**src/rtl/idd_seq_pkg.sv**
```systemverilog
package idd_seq_pkg;
  localparam int LFSR_W = 16;
  localparam int CNT_W  = 4;
  localparam int AP_BIT = 10;

  typedef enum logic [1:0] {CMD_NOP, CMD_ACT, CMD_RD, CMD_PRE} cmd_e;

  // {ras_n, cas_n, we_n}
  function automatic logic [2:0] cmd_pins(cmd_e c);
    case (c)
      CMD_ACT: cmd_pins = 3'b011;
      CMD_RD:  cmd_pins = 3'b101;
      CMD_PRE: cmd_pins = 3'b010;
      default: cmd_pins = 3'b111;
    endcase
  endfunction
endpackage

```
**src/rtl/idd_lfsr.sv**
```systemverilog
module idd_lfsr #(
  parameter int W = 16,
  parameter logic [W-1:0] SEED = 16'hACE1
) (
  input  logic         clk_i,
  input  logic         rst_ni,
  input  logic         step_i,
  output logic [W-1:0] state_o
);
  logic fb;
  assign fb = state_o[15] ^ state_o[13] ^ state_o[12] ^ state_o[10];

  always_ff @(posedge clk_i or negedge rst_ni) begin
    if (!rst_ni)     state_o <= SEED;
    else if (step_i) state_o <= {state_o[W-2:0], fb};
  end
endmodule

```
**src/rtl/idd_slot_map.sv**
```systemverilog
module idd_slot_map
  import idd_seq_pkg::*;
(
  input  logic             four_bank_i,
  input  logic             long_i,
  input  logic [CNT_W-1:0] idx_i,
  output cmd_e             cmd_o,
  output logic [1:0]       bank_o,
  output logic             last_o
);
  logic [CNT_W-1:0] len_m1;
  logic [CNT_W-1:0] rd_off;

  assign len_m1 = (four_bank_i || long_i) ? CNT_W'(9) : CNT_W'(8);
  assign last_o = (idx_i == len_m1);
  assign rd_off = idx_i - CNT_W'(3);

  always_comb begin
    cmd_o  = CMD_NOP;
    bank_o = 2'd0;
    if (four_bank_i) begin
      // activates on even slots 0..6, reads on odd slots 3..9
      if (!idx_i[0] && idx_i <= CNT_W'(6)) begin
        cmd_o  = CMD_ACT;
        bank_o = idx_i[2:1];
      end else if (idx_i[0] && idx_i >= CNT_W'(3)) begin
        cmd_o  = CMD_RD;
        bank_o = rd_off[2:1];
      end
    end else begin
      if (idx_i == CNT_W'(0))                         cmd_o = CMD_ACT;
      else if (idx_i == CNT_W'(3))                    cmd_o = CMD_RD;
      else if (idx_i == (long_i ? CNT_W'(7) : CNT_W'(6))) cmd_o = CMD_PRE;
    end
  end
endmodule

```
**src/rtl/idd_cmd_seq.sv**
```systemverilog
module idd_cmd_seq
  import idd_seq_pkg::*;
#(
  parameter int ADDR_W = 13,
  parameter int DATA_W = 16,
  parameter int COL_W  = 10,
  parameter logic [LFSR_W-1:0] LFSR_SEED = 16'hACE1
) (
  input  logic              clk_i,
  input  logic              rst_ni,
  input  logic              start_i,
  input  logic              stop_i,
  input  logic              mode_i,
  input  logic              bin_i,
  output logic              ras_n_o,
  output logic              cas_n_o,
  output logic              we_n_o,
  output logic [1:0]        ba_o,
  output logic [ADDR_W-1:0] addr_o,
  output logic [DATA_W-1:0] data_o
);
  localparam logic [DATA_W-1:0] HALF_MASK = {(DATA_W/2){2'b01}};

  logic             run_q, mode_q, bin_q, stop_q;
  logic [CNT_W-1:0] cnt_q;
  logic [LFSR_W-1:0] lfsr;
  cmd_e             slot_cmd;
  logic [1:0]       slot_bank;
  logic             slot_last;
  logic [ADDR_W-1:0] row_addr, rd_addr;

  idd_slot_map i_map (
    .four_bank_i(mode_q),
    .long_i     (bin_q),
    .idx_i      (cnt_q),
    .cmd_o      (slot_cmd),
    .bank_o     (slot_bank),
    .last_o     (slot_last)
  );

  idd_lfsr #(.W(LFSR_W), .SEED(LFSR_SEED)) i_lfsr (
    .clk_i  (clk_i),
    .rst_ni (rst_ni),
    .step_i (run_q && slot_last),
    .state_o(lfsr)
  );

  always_comb begin
    row_addr = lfsr[ADDR_W-1:0];
    rd_addr  = '0;
    rd_addr[COL_W-1:0] = lfsr[LFSR_W-1 -: COL_W];
    rd_addr[AP_BIT]    = mode_q;
  end

  always_ff @(posedge clk_i or negedge rst_ni) begin
    if (!rst_ni) begin
      run_q  <= 1'b0;
      mode_q <= 1'b0;
      bin_q  <= 1'b0;
      stop_q <= 1'b0;
      cnt_q  <= '0;
      {ras_n_o, cas_n_o, we_n_o} <= 3'b111;
      ba_o   <= '0;
      addr_o <= '0;
      data_o <= '0;
    end else if (run_q) begin
      {ras_n_o, cas_n_o, we_n_o} <= cmd_pins(slot_cmd);
      case (slot_cmd)
        CMD_ACT: begin
          ba_o   <= slot_bank;
          addr_o <= row_addr;
        end
        CMD_RD: begin
          ba_o   <= slot_bank;
          addr_o <= rd_addr;
          data_o <= data_o ^ HALF_MASK;
        end
        CMD_PRE: begin
          ba_o   <= slot_bank;
          addr_o <= '0;
        end
        default: if (!mode_q) addr_o <= ~addr_o;
      endcase
      if (slot_last) begin
        cnt_q <= '0;
        if (stop_q || stop_i) begin
          run_q  <= 1'b0;
          stop_q <= 1'b0;
        end
      end else begin
        cnt_q  <= cnt_q + CNT_W'(1);
        stop_q <= stop_q | stop_i;
      end
    end else begin
      {ras_n_o, cas_n_o, we_n_o} <= 3'b111;
      if (start_i) begin
        run_q  <= 1'b1;
        cnt_q  <= '0;
        mode_q <= mode_i;
        bin_q  <= bin_i;
        stop_q <= 1'b0;
      end
    end
  end
endmodule

```
**config.mk**
```make
export PLATFORM = sky130hd
export DESIGN_NAME = idd_cmd_seq
export DESIGN_NICKNAME = d
export VERILOG_FILES = /design/src/rtl/idd_seq_pkg.sv /design/src/rtl/idd_lfsr.sv /design/src/rtl/idd_slot_map.sv /design/src/rtl/idd_cmd_seq.sv
export SDC_FILE = /design/constraint.sdc
export NUM_CORES = 1
export LEC_CHECK = 0
export ABC_CLOCK_PERIOD_IN_PS = 3800
export BUFFER_PORTS_ARGS = -buffer_cell sky130_fd_sc_hd__buf_2
export CAP_MARGIN = 10
export CORE_ASPECT_RATIO = 0.9
export CORE_UTILIZATION = 50
export DETAILED_ROUTE_END_ITERATION = 6
export HOLD_SLACK_MARGIN = 0.05
export PLACE_DENSITY = 0.78
export SYNTH_ARGS = -nofsm -noshare
export SYNTH_HDL_FRONTEND = slang
export SYNTH_SLANG_ARGS = --single-unit
```
**constraint.sdc**
```tcl
create_clock -name clk_i -period 3.8 [get_ports clk_i]
set_clock_uncertainty 0.05 [all_clocks]
set_input_delay 0.19 -clock clk_i [delete_from_list [all_inputs] [get_ports clk_i]]
set_output_delay 0.19 -clock clk_i [all_outputs]
set_load 0.01 [all_outputs]
```
# After elaboration in Yosys (flattened, before gate mapping)
# Cells that the tools add are included.
# totals
register_bits,50
# op_classes
n_addsub,2
n_lt_le_gt_ge,2
eq_ne,8
mux,28
n_bitwise,7
n_reduce_logical,14
# ops
cell,count
case mux 13 bit (3 select lines),1
2-to-1 mux 2 bit,9
2-to-1 mux 1 bit,13
2-to-1 mux 13 bit,1
inverter 13 bit,1
2-to-1 mux 4 bit,3
AND reduction 2 bit,5
case mux 3 bit (3 select lines),1
inverter 8 bit,1
adder 4 x 1 -> 4 bit (second input constant),1
equality test 2 bit (second input constant),2
equality test 4 x 2 -> 1 bit (second input constant),1
equality test 4 x 3 -> 1 bit,1
equality test 4 bit,1
>= comparator 4 x 2 -> 1 bit (second input constant),1
<= comparator 4 x 3 -> 1 bit (second input constant),1
logical NOT 4 bit,1
!= test 4 x 1 -> 1 bit (second input constant),1
logical AND 1 bit,3
!= test 3 x 2 -> 1 bit (second input constant),1
OR reduction 3 bit,1
subtractor 3 x 2 -> 3 bit (second input constant),1
XOR 1 bit,3
equality test 2 x 1 -> 1 bit (second input constant),1
other kinds (5),6

# Longest topological paths before layout
# depth
depth_word,9
ltp_mapped,11
ltp_nobuf,7

# Hierarchy
# From an unflattened synthesis, not the netlist that was laid out.
# unflattened
cells_unflattened,223
hier_area_um2,2638.8
# modules_own_cells
mod,instances,cells_each,area_each_um2,seq_area_each_um2
idd_cmd_seq,1,155,1764.2,854.6
idd_lfsr,1,38,675.6,410.4
idd_slot_map,1,30,198.9,0.0

# Worst setup path after synthesis
# OpenSTA, ideal clock, no wires.
# synth_timing
path_kind,reg2reg
from,register cnt_q[0]
to,register addr_o[5]
setup_time_ns,0.127
arrival_ns,2.149
slack_ns,1.474
path_stages_with_launch,12
n_path_buf,4
period_less_slack_ns,2.326
cell_sequence,dfrtp_1 > buf_2 > inv_1 > ha_1 > or3b_1 > o311a_1 > buf_6 > or2_1 > buf_2 > buf_2 > o21ai_0 > a21oi_1
# synth_via
elab_chain_len,8
elab_cells_between_ends,20
cone_classes,order compare (2); eq/ne (6); mux (7); reduce/logical (5)
# synth_lines
element,line,source
start: declaration,idd_cmd_seq.sv:25,logic [CNT_W-1:0] cnt_q;
start signal: assignment,idd_cmd_seq.sv:91,cnt_q <= cnt_q + CNT_W'(1);
>= comparator 4 x 2 -> 1 bit or equality test 4 x 3 -> 1 bit (tied branches),"idd_slot_map.sv:26, idd_slot_map.sv:33",
logical AND 1 bit or 2-to-1 mux 2 bit (tied branches),"idd_slot_map.sv:26, idd_slot_map.sv:33",
"2-to-1 mux 2 bit, on equally long branches","idd_slot_map.sv:26, idd_slot_map.sv:32",
"2-to-1 mux 2 bit, on equally long branches","idd_slot_map.sv:23, idd_slot_map.sv:31",
2-to-1 mux 2 bit *,idd_slot_map.sv:21,if (four_bank_i) begin
equality test 2 bit or equality test 2 x 1 -> 1 bit (tied branches),idd_cmd_seq.sv:68,case (slot_cmd)
!= test 4 x 1 -> 1 bit (no line),--,
AND reduction 2 bit (no line),--,
end signal: assignment,idd_cmd_seq.sv:71,addr_o <= row_addr;
end signal: assignment,idd_cmd_seq.sv:75,addr_o <= rd_addr;
end signal: assignment,idd_cmd_seq.sv:82,default: if (!mode_q) addr_o <= ~addr_o;
end: declaration,idd_cmd_seq.sv:19,"output logic [ADDR_W-1:0] addr_o,"
# Every way passes the cells marked *; elsewhere a longest branch is shown, timed or not.
# A chain may end at the register's enable or synchronous reset.

# Worst setup path after layout
# layout_timing
from,register cnt_q[0]
to,register addr_o[10]
# The elaborated chain is that of the path after synthesis.

==> impl_metrics.yaml <==
logic_synthesis:
  yosys.area.top_type: "dfrtp_1"
  yosys_warnings: 0
  synth_top_flop_cell: "dfrtp_1"
  syn-cell-area_um2: 2670
  ys_types: 54
  synthCells: 255
  synth_top_area_share_pct: 36.6
  synth_edf_count: 0
  synthArstFlopShare_pct: 100
  ys_ff_latch: 50
  syn_avg_cell_area_um2: 10.5
  yosysSeqAreaShare_pct: 47.4
  synthTopCellsByArea: "dfrtp_1 (37%), dfstp_2 (11%), o21ai_0 (3.9%)"
die:
  dieArea_um2: 5630
  core-area_um2: 4980
  die_h_um: 71.3
  initial_core_util_pct: 53.5
  die_w_um: 79.0
  rows: 24
  pin_count: 40
final_layout:
  final_util_pct: 57.8
  fillers: 434
  antenna_cells: 0
  finalNetCount: 287
  syn2layout_area_growth_pct: 8.02
  multi_input_area_um2: 1160
  drive_above_1_share_pct: 27.2
  register_area_um2: 1260
  layout_commonest_cell: "dfrtp_1"
  final_cell_mix: "dfrtp_1 (39), buf_2 (31), inv_1 (24)"
  finalInstanceArea_um2: 2880
sta:
  fmaxAchievable_ghz: 0.362
  worst_slew_pin_slew_ns: 1.07
  finalHoldWorstSlack_ns: 0.0257
  slew_viol_final: 0
  rsz0062_at_grt: "no"
  post-route-period-util_pct: 72.6
  post-route-min-period_ns: 2.76
  slew_headroom_pct: 28.6
  setup_viol: 0
  fin_setup_tns_ns: 0
  hold_viol: 0
pwr:
  power_mw: 2.84
  p_leak_nw: 1.29
  ir_drop_mv: 0.497
  power_density_nw_per_um2: 987
route:
  drtIter0Drc: 143
  top_layer: "met4"
  met1_length_um: 2570
  viasPerCell: 5.52
  dr.pass1.iters: 4
  vias: 1900
  wl_met3_um: 219
  route.detailed.drc: 0
  dr_wl_met2_um: 2430
  wire_per_inst_um: 15.3
  drt_wl_total_um: 5250
  antenna_left: 0
global_route:
  gr-usage-all-layers_pct: 20.6
  antenna_found_initial: 0
  grt_pass1_vias: 1839
  overflow: 0
  grt_max_degree: 51
  grt_pass1_wl_um: 8940
clocking:
  cts.sinks: 50
  clkTransAtPathRegs_ns: 0.10
  numCtsBuffers: 5
  h-tree-depth: 2
  root_buffer: "clkbuf_8"
  clk_latency_ns: 0.30
  cts_tree: "built"
  post_cts_buffers: 0
  clock_path_buffers: 2
place:
  post_dp_cell_area_um2: 2760
  dpl.hpwl_um: 3570
  port_buffers: 31
  gp_congestion: 0.844
worst_setup_path:
  reg2reg_from: "cnt_q[0]"
  worstPathArrival_ns: 2.92
  reg2reg_slack_ns: 1.04
  rr_endpoint: "addr_o[10]"
  cp-end-kind: "flip-flop"
  crit_type: "flip-flop to flip-flop"
  cp-start-kind: "flip-flop"
  reg2reg_depth: 7
  required_ns: 3.96
  path_max_fanout: 18
job:
  cap_violations: 0
worst_hold_path:
  hp-class: "primary input to async pin"
run_status:
  status: "completed"
-- stage by stage --
stage          cells  setup WS, ns
2_1_floorplan    262          1.47
3_3_place_gp     335          1.25
3_5_place_dp     335          1.15
4_1_cts          344          1.10
5_1_grt          344         0.841
6_report         344          1.04
-- what timing repair did --
action / CTS / global route
endpoints found under the hold margin: 1 / 0
resized for setup: 0 / 0
hold buffers: 1 / 0
-- worst max path at each step --
stage	start	to	slack [ns]	cells past startpoint
4_1_cts	cnt_q[0]	addr_o[10]	1.10	7
3_3_place_gp	cnt_q[0]	ba_o[0]	1.25	8
5_1_grt	cnt_q[0]	addr_o[12]	0.84	7
2_1_floorplan	cnt_q[0]	addr_o[5]	1.47	11
6_report	cnt_q[0]	addr_o[10]	1.04	7
3_5_place_dp	cnt_q[0]	addr_o[12]	1.15	7
-- power by group --
group | internal, mW | leakage (nW) | total (mW) | switching [mW]
Combinational | 0.614 | 0.644 | 1.50 | 0.886
Sequential | 0.756 | 0.596 | 0.970 | 0.214
Clock | 0.197 | 0.0514 | 0.373 | 0.177
Total | 1.57 | 1.29 | 2.84 | 1.28
-- worst max-delay path, stage by stage (launching register included) --
cell     delay (ns)
dfrtp_1        0.61
inv_1          0.17
ha_1           0.22
and3b_1        0.24
o31a_1         0.42
or2_1          0.53
nor2_1         0.11
o41ai_2        0.30
-- area by class of cell --
class / instances / area share, %
well taps: 65 / 2.82
repair buffers: 33 / 5.99
clock buffers: 6 / 2.52
inverters: 24 / 3.13
multi-input cells: 164 / 40.3
clock inverters: 2 / 1.30
flip-flops and latches: 50 / 43.9
-- synthesized netlist by cell type, types with 3 or more instances --
cell type,n
o31ai_1,9
o41ai_2,3
a21oi_1,11
mux2_2,8
and2_1,4
buf_6,6
a221oi_2,6
nand2_1,18
xnor2_1,10
o21ai_0,21
nor2_1,15
buf_2,6
nand3_1,3
buf_4,9
ha_1,3
dfstp_2,11
dfrtp_1,39
inv_1,24
-- kinds of logic (layout without fill, tap and decap cells) --
group | after synthesis | count (layout) | synth area share [%]
AO/OA/AOI/OAI | 72 | 72 | 21.3
adder cells (fa/ha/maj) | 3 | 3 | 1.41
buffers and inverters | 48 | 65 | 9.99
flip-flops | 50 | 50 | 47.4
multiplexers | 11 | 11 | 4.69
XOR/XNOR | 12 | 12 | 3.94
other | 1 | 8 | 0.141
AND/OR/NAND/NOR | 58 | 58 | 11.1
-- sequential cells by signal, summed over array words and instances (netlist names) --
register        flops
addr_o             13
we_n_o              1
i_lfsr.state_o     16
data_o              8
stop_q              1
cas_n_o             1
bin_q               1
cnt_q               4
run_q               1
ras_n_o             1
mode_q              1
ba_o                2
-- metal layers --
layer	GRT usage (%)	vias to the layer above
li1	-	922
met4	5.45	0
met3	5.10	4
met2	32.4	46
met5	0	-
met1	28.6	928
(Power assumes the default switching activity.)
